--- src/rtl/twsl_pkg.sv ---
package twsl_pkg;

  typedef enum logic [2:0] {
    ST_IDLE, ST_RX, ST_ACK, ST_TX, ST_TXACK, ST_WAIT
  } twsl_state_e;

  typedef enum logic [1:0] {
    PH_ADDR, PH_CMD, PH_CNT, PH_DATA
  } twsl_phase_e;

  // address byte picked by the three strap pins
  function automatic logic [7:0] strap_addr(input logic [2:0] s);
    if (s < 3'd6) return 8'hDE - {4'd0, s, 1'b0};
    return s[0] ? 8'hD2 : 8'hD0;
  endfunction

  // power-on value of each control byte
  function automatic logic [7:0] reset_byte(input int idx);
    return (idx == 0) ? 8'hA1 : 8'hFF;
  endfunction

endpackage

--- src/rtl/twsl_line_sync.sv ---
module twsl_line_sync #(
  parameter int STAGES = 2
) (
  input  logic clk,
  input  logic rst_n,
  input  logic line_i,
  output logic level_o,
  output logic rise_o,
  output logic fall_o
);
  localparam int TOP = STAGES - 1;

  logic [TOP:0] pipe_q;
  logic         last_q;

  always_ff @(posedge clk or negedge rst_n) begin
    if (!rst_n) begin
      pipe_q <= '1;
      last_q <= 1'b1;
    end else begin
      pipe_q <= {pipe_q[TOP-1:0], line_i};
      last_q <= pipe_q[TOP];
    end
  end

  assign level_o = pipe_q[TOP];
  assign rise_o  = pipe_q[TOP] & ~last_q;
  assign fall_o  = ~pipe_q[TOP] & last_q;
endmodule

--- src/rtl/twsl_addr_table.sv ---
module twsl_addr_table
  import twsl_pkg::*;
(
  input  logic [2:0] strap_i,
  output logic [6:0] addr7_o
);
  logic [7:0] addr8;
  assign addr8   = strap_addr(strap_i);
  assign addr7_o = addr8[7:1];
endmodule

--- src/rtl/twsl_regbank.sv ---
module twsl_regbank
  import twsl_pkg::*;
#(
  parameter int NREG = 10,
  parameter int PW   = 4
) (
  input  logic              clk,
  input  logic              rst_n,
  input  logic              wr_en,
  input  logic [PW-1:0]     wr_idx,
  input  logic [7:0]        wr_data,
  input  logic [PW-1:0]     rd_idx,
  output logic [7:0]        rd_data,
  output logic [NREG*8-1:0] regs_o
);
  localparam logic [PW-1:0] LIMIT = PW'(NREG);

  logic [NREG*8-1:0] regs_q;

  for (genvar g = 0; g < NREG; g++) begin : g_byte
    localparam logic [7:0] INIT = reset_byte(g);
    always_ff @(posedge clk or negedge rst_n) begin
      if (!rst_n)                              regs_q[g*8 +: 8] <= INIT;
      else if (wr_en && wr_idx == PW'(g))      regs_q[g*8 +: 8] <= wr_data;
    end
  end

  always_comb begin
    rd_data = 8'hFF;
    for (int i = 0; i < NREG; i++)
      if (rd_idx == PW'(i)) rd_data = regs_q[i*8 +: 8];
  end

  assign regs_o = regs_q;

  // the controller never asks for a store past the last byte
  assert_wr_in_range_R7: assert property (@(posedge clk) disable iff (!rst_n)
    wr_en |-> (wr_idx < LIMIT));

  // without a store request the bank holds its contents
  assert_hold_without_store_R3: assert property (@(posedge clk) disable iff (!rst_n)
    !wr_en |=> $stable(regs_q));
endmodule

--- src/rtl/ctl_twowire_slave.sv ---
module ctl_twowire_slave
  import twsl_pkg::*;
#(
  parameter int NREG        = 10,
  parameter int SYNC_STAGES = 2
) (
  input  logic              clk,
  input  logic              rst_n,
  input  logic              scl_i,
  input  logic              sda_i,
  input  logic [2:0]        strap_i,
  output logic              sda_pull_o,
  output logic [NREG*8-1:0] regs_o
);
  localparam int            PW       = $clog2(NREG + 2);
  localparam logic [PW-1:0] LIMIT    = PW'(NREG);
  localparam logic [PW-1:0] PAST_END = PW'(NREG + 1);
  localparam logic [7:0]    COUNT_B  = 8'(NREG);

  logic scl_lvl, scl_rise, scl_fall;
  logic sda_lvl, sda_rise, sda_fall;

  twsl_line_sync #(.STAGES(SYNC_STAGES)) u_scl_sync (
    .clk(clk), .rst_n(rst_n), .line_i(scl_i),
    .level_o(scl_lvl), .rise_o(scl_rise), .fall_o(scl_fall));

  twsl_line_sync #(.STAGES(SYNC_STAGES)) u_sda_sync (
    .clk(clk), .rst_n(rst_n), .line_i(sda_i),
    .level_o(sda_lvl), .rise_o(sda_rise), .fall_o(sda_fall));

  logic [6:0] own_addr7;
  twsl_addr_table u_addr (.strap_i(strap_i), .addr7_o(own_addr7));

  twsl_state_e   state_q;
  twsl_phase_e   phase_q;
  logic [3:0]    bitcnt_q;
  logic [7:0]    shreg_q;
  logic [PW-1:0] wptr_q, rptr_q;
  logic          rd_mode_q;
  logic [7:0]    txsh_q;
  logic [2:0]    txcnt_q;
  logic          mack_q;
  logic          pull_q;

  logic start_det, stop_det;
  assign start_det = scl_lvl & sda_fall;
  assign stop_det  = scl_lvl & sda_rise;

  logic byte_end, addr_hit, byte_ack, wr_en, load_tx;
  logic [7:0]    rd_data, tx_byte;
  logic [PW-1:0] rd_idx;

  assign byte_end = (state_q == ST_RX) && scl_fall && (bitcnt_q == 4'd8);
  assign addr_hit = (shreg_q[7:1] == own_addr7);

  always_comb begin
    unique case (phase_q)
      PH_ADDR: byte_ack = addr_hit;
      PH_DATA: byte_ack = (wptr_q < LIMIT);
      default: byte_ack = 1'b1;
    endcase
  end

  assign wr_en   = byte_end && (phase_q == PH_DATA) && (wptr_q < LIMIT);
  assign rd_idx  = rptr_q - PW'(1);
  assign tx_byte = (rptr_q == '0) ? COUNT_B : rd_data;
  assign load_tx = scl_fall &&
                   (((state_q == ST_ACK) && rd_mode_q) ||
                    ((state_q == ST_TXACK) && mack_q));

  twsl_regbank #(.NREG(NREG), .PW(PW)) u_bank (
    .clk(clk), .rst_n(rst_n),
    .wr_en(wr_en), .wr_idx(wptr_q), .wr_data(shreg_q),
    .rd_idx(rd_idx), .rd_data(rd_data), .regs_o(regs_o));

  always_ff @(posedge clk or negedge rst_n) begin
    if (!rst_n) begin
      state_q   <= ST_IDLE;
      phase_q   <= PH_ADDR;
      bitcnt_q  <= '0;
      shreg_q   <= '0;
      wptr_q    <= '0;
      rptr_q    <= '0;
      rd_mode_q <= 1'b0;
      txsh_q    <= '0;
      txcnt_q   <= '0;
      mack_q    <= 1'b0;
      pull_q    <= 1'b0;
    end else if (start_det) begin
      state_q  <= ST_RX;
      phase_q  <= PH_ADDR;
      bitcnt_q <= '0;
      pull_q   <= 1'b0;
    end else if (stop_det) begin
      state_q <= ST_IDLE;
      pull_q  <= 1'b0;
    end else if (load_tx) begin
      txsh_q  <= tx_byte;
      txcnt_q <= '0;
      pull_q  <= ~tx_byte[7];
      state_q <= ST_TX;
      if (rptr_q != PAST_END) rptr_q <= rptr_q + PW'(1);
    end else begin
      unique case (state_q)
        ST_RX: begin
          if (scl_rise) begin
            shreg_q  <= {shreg_q[6:0], sda_lvl};
            bitcnt_q <= bitcnt_q + 4'd1;
          end
          if (byte_end) begin
            bitcnt_q <= '0;
            state_q  <= byte_ack ? ST_ACK : ST_WAIT;
            pull_q   <= byte_ack;
            unique case (phase_q)
              PH_ADDR: begin
                rd_mode_q <= shreg_q[0];
                rptr_q    <= '0;
                phase_q   <= PH_CMD;
              end
              PH_CMD:  phase_q <= PH_CNT;
              PH_CNT: begin
                phase_q <= PH_DATA;
                wptr_q  <= '0;
              end
              default: if (wr_en) wptr_q <= wptr_q + PW'(1);
            endcase
          end
        end
        ST_ACK: begin
          if (scl_fall) begin
            pull_q  <= 1'b0;
            state_q <= ST_RX;
          end
        end
        ST_TX: begin
          if (scl_fall) begin
            if (txcnt_q == 3'd7) begin
              pull_q  <= 1'b0;
              state_q <= ST_TXACK;
            end else begin
              txsh_q  <= {txsh_q[6:0], 1'b0};
              pull_q  <= ~txsh_q[6];
              txcnt_q <= txcnt_q + 3'd1;
            end
          end
        end
        ST_TXACK: begin
          if (scl_rise) mack_q <= ~sda_lvl;
          if (scl_fall) state_q <= ST_WAIT;
        end
        default: ;
      endcase
    end
  end

  assign sda_pull_o = pull_q;

  // the pull request moves only while the synchronized clock is low
  assert_pull_moves_scl_low_R10: assert property (@(posedge clk) disable iff (!rst_n)
    (pull_q != $past(pull_q)) |-> !scl_lvl);

  // outside a transfer the line is always released
  assert_released_when_idle_R3: assert property (@(posedge clk) disable iff (!rst_n)
    ((state_q == ST_IDLE) || (state_q == ST_WAIT)) |-> !pull_q);

  // an acknowledge follows a complete eight-bit byte
  assert_ack_after_full_byte_R4: assert property (@(posedge clk) disable iff (!rst_n)
    ($rose(pull_q) && (state_q == ST_ACK)) |-> ($past(bitcnt_q) == 4'd8));
endmodule

--- config.mk ---
export PLATFORM = sky130hd
export DESIGN_NAME = ctl_twowire_slave
export DESIGN_NICKNAME = d
export VERILOG_FILES = /design/src/rtl/twsl_pkg.sv /design/src/rtl/twsl_line_sync.sv /design/src/rtl/twsl_addr_table.sv /design/src/rtl/twsl_regbank.sv /design/src/rtl/ctl_twowire_slave.sv
export SDC_FILE = /design/constraint.sdc
export NUM_CORES = 1
export LEC_CHECK = 0
export CAP_MARGIN = 20
export CELL_PAD_IN_SITES_DETAIL_PLACEMENT = 1
export CELL_PAD_IN_SITES_GLOBAL_PLACEMENT = 2
export CORE_MARGIN = 10
export CORE_UTILIZATION = 39
export CTS_CLUSTER_SIZE = 24
export DETAILED_ROUTE_END_ITERATION = 10
export HOLD_SLACK_MARGIN = 0.06
export PLACE_DENSITY = 0.83
export SYNTH_ARGS = -nofsm -noshare
export SYNTH_HDL_FRONTEND = slang
export SYNTH_SLANG_ARGS = --single-unit
--- constraint.sdc ---
create_clock -name clk -period 7.3 [get_ports clk]
set_clock_uncertainty 0.2 [all_clocks]
set_input_delay 0.73 -clock clk [delete_from_list [all_inputs] [get_ports clk]]
set_output_delay 0.73 -clock clk [all_outputs]
set_load 0.005 [all_outputs]
==> results.py <==
metrics = {
    "routing": {
        "dr.pass1.iters": 4,
        "drtIter0Drc": 370,
        "via_per_inst": 5.666,
        "via_count": 4946,
        "ant_nets": 0,
        "drcViolationCount": 0,
        "finalWirelength_um": 20820,
        "wl_per_cell_um": 23.85,
    },
    "place": {
        "place_hpwl_um": 14950,
        "port_buffers": 87,
        "gp_congestion": 0.8766,
        "postPlaceCellArea_um2": 7433,
    },
    "cts": {
        "post_cts_buffers": 0,
        "post_cts_resized": 0,
        "cts-htree-levels": 4,
        "cts_root_buf": "clkbuf_16",
        "clk_pin_slew_worst_paths_ns": 0.06,
        "clkLatencyLatePin_ns": 0.43,
        "holdBufCountCts": 0,
        "cts_sinks": 124,
        "clock_path_buffers": 2,
        "cts_buffers": 17,
        "tritoncts": "built",
    },
    "global_routing": {
        "first_global_vias": 5323,
        "antenna_found_initial": 0,
        "grt_overflow": 0,
        "grtUsageTotal_pct": 19.35,
        "grt_pass1_wl_um": 32620,
        "grt_max_degree": 82,
    },
    "critical_path": {
        "cp_max_fo": 16,
        "worstSetupEndpointType": "register",
        "critical_path_class": "register to register",
        "crit_path_start_kind": "register",
        "critPathArrivalTime_ns": 3.60,
        "ff2ff_path_depth": 8,
        "crit_required_ns": 7.41,
    },
    "floorplan": {
        "initial_core_util_pct": 39.96,
        "fp.dieW_um": 148.0,
        "core_um2": 16000,
        "ios": 88,
        "rows": 46,
        "die-height_um": 148.0,
        "die-area_um2": 21920,
    },
    "sta": {
        "rsz0062_at_grt": "false",
        "slew_viol_final": 0,
        "min_period_ns": 3.492,
        "setup_tns_ns": 0,
        "setup_viol": 0,
        "tightest_slew_ns": 0.9194,
        "period_share_pct": 47.84,
        "final_hold_viol_count": 0,
        "fmax_ghz": 0.2864,
        "slew-limit-headroom_pct": 38.37,
    },
    "logic_synthesis": {
        "synth_area_leader_cell": "dfstp_2",
        "synth.distinct_cells": 65,
        "syn_nets": 585,
        "syn_inst": 561,
        "synth.top_cell.area_share_pct": 33.29,
        "synth_area_leaders": "dfstp_2 (33%), dfrtp_1 (17%), mux2_2 (15%), ha_1 (3.3%), o21ai_0 (3.0%)",
        "ys_async_sr_fraction_pct": 100.0,
        "synth.avg_cell_area_um2": 11.40,
        "synth_seq_cells": 124,
        "ys_warn_count": 0,
        "ys.flop_type": "dfstp_2",
        "yosysMostFrequentCell": "mux2_2",
        "synth_edf_count": 0,
        "synth_area_um2": 6394,
        "ys_seq_area_share_pct": 50.12,
        "synth_common_cells": "mux2_2 (86), dfstp_2 (81), nand2_1 (47)",
    },
    "status": {
        "status": "completed",
    },
    "layout": {
        "nets": 668,
        "syn_to_final_growth_pct": 25.44,
        "drive_above_1_share_pct": 33.64,
        "diodes": 0,
        "final_area_um2": 8020,
    },
    "worst_hold_path": {
        "hp-class": "primary input to async pin",
    },
    "job": {
        "cap_violations": 0,
    },
    "power": {
        "p_leak_nw": 3.364,
        "ir_drop_mv": 0.1496,
        "p_per_area_nw_per_um2": 229.9,
    },
}
flip-flops by register name, indices dropped and copies added (netlist names):
signal,flops
u_scl_sync.last_q,1
txcnt_q,3
wptr_q,4
sda_pull_o,1
bitcnt_q,4
u_sda_sync.pipe_q,2
u_scl_sync.pipe_q,2
shreg_q,8
state_q,3
u_bank.regs_o,80
rd_mode_q,1
u_sda_sync.last_q,1
txsh_q,7
rptr_q,4
mack_q,1
phase_q,2
critical path, stage by stage (launching register included):
cell      delay, ns
dfrtp_1        0.48
inv_1          0.17
ha_1           0.38
nand2b_1       0.20
nor3_2         0.79
o21ai_0        0.43
o221ai_1       0.29
o21ai_0        0.13
a221o_1        0.30
cell usage in the layout (no fill, tap or decap), types with 5 or more instances in the layout:
cell,synthesis,final
mux2_2,86,86
clkdlybuf4s50_1,0,86
dfstp_2,81,81
nand2_1,47,47
dfrtp_1,43,43
o21ai_0,38,38
a21oi_1,25,25
nor2_1,23,23
ha_1,17,17
clkbuf_16,0,17
inv_1,12,12
o22ai_1,12,12
nor3_1,11,11
o211ai_1,11,11
nand3_1,10,10
nand4_1,8,8
nor2b_1,7,7
o21a_1,7,7
xor2_1,7,7
nand2b_1,6,6
o221ai_1,5,5
clkinv_4,0,5
kinds of logic (layout without fill, tap and decap cells):
| kind of cell | Yosys count | count (layout) | share of synthesized area [%] |
|---|---|---|---|
| muxes | 90 | 90 | 16.01 |
| and+or+nand+nor | 145 | 145 | 12.52 |
| DFF | 124 | 124 | 50.12 |
| AOI/OAI and AO/OA | 137 | 137 | 14.15 |
| xor gates and xnor gates | 11 | 11 | 1.507 |
| adders and majority gates | 17 | 17 | 3.327 |
| buffers and inverters | 37 | 133 | 2.368 |
where the power goes:
| group | total, mW | switching (mW) | internal, mW |
|---|---|---|---|
| Combinational | 0.167 | 0.0913 | 0.0755 |
| Sequential | 0.865 | 0.135 | 0.730 |
| Clock | 0.812 | 0.357 | 0.456 |
| Total | 1.84 | 0.583 | 1.26 |
metal layers:
metal	global-route usage, %	vias to the layer above	share of wire [%]
li1	-	2240	-
met1	24.01	2593	44
met2	32.65	97	51
met3	4.518	16	4.0
met4	5.699	0	1.3
met5	0	-	0
per-stage QoR:
step	util, %	setup slack, ns	cells	power (mW)	hold WS, ns
CTS	50.00	3.809	872	1.867	0.1147
global route	50.13	3.492	873	1.929	0.1356
detailed placement	46.46	3.822	840	1.043	0.1491
floorplan	-	4.769	561	0.9238	0.1452
global placement	46.46	3.957	840	1.031	0.1501
finish	50.13	3.808	873	1.844	0.08900
final timing paths:
kind	from	end	slack (ns)
setup / recovery	rptr_q[0]	txsh_q[1]	3.81
hold / removal	rst_n	bitcnt_q[2]	0.09
setup reg to reg	rptr_q[0]	txsh_q[1]	3.81
hold reg to reg	u_sda_sync.pipe_q[0]	u_sda_sync.pipe_q[1]	0.16
max in group asynchronous	rst_n	u_bank.regs_o[51]	5.57
min in group clk	u_sda_sync.pipe_q[0]	u_sda_sync.pipe_q[1]	0.16
final cells by class:
cell class,count,area (µm²)
Fill cell,1751,7980
Sequential cell,124,3204
Multi-Input combinational cell,400,3038
Timing Repair Buffer,89,895.9
Clock buffer,18,439.2
Tap cell,216,270.3
Clock inverter,14,127.6
Inverter,12,45.04
Note: power is estimated with default switching activity, not from simulation.
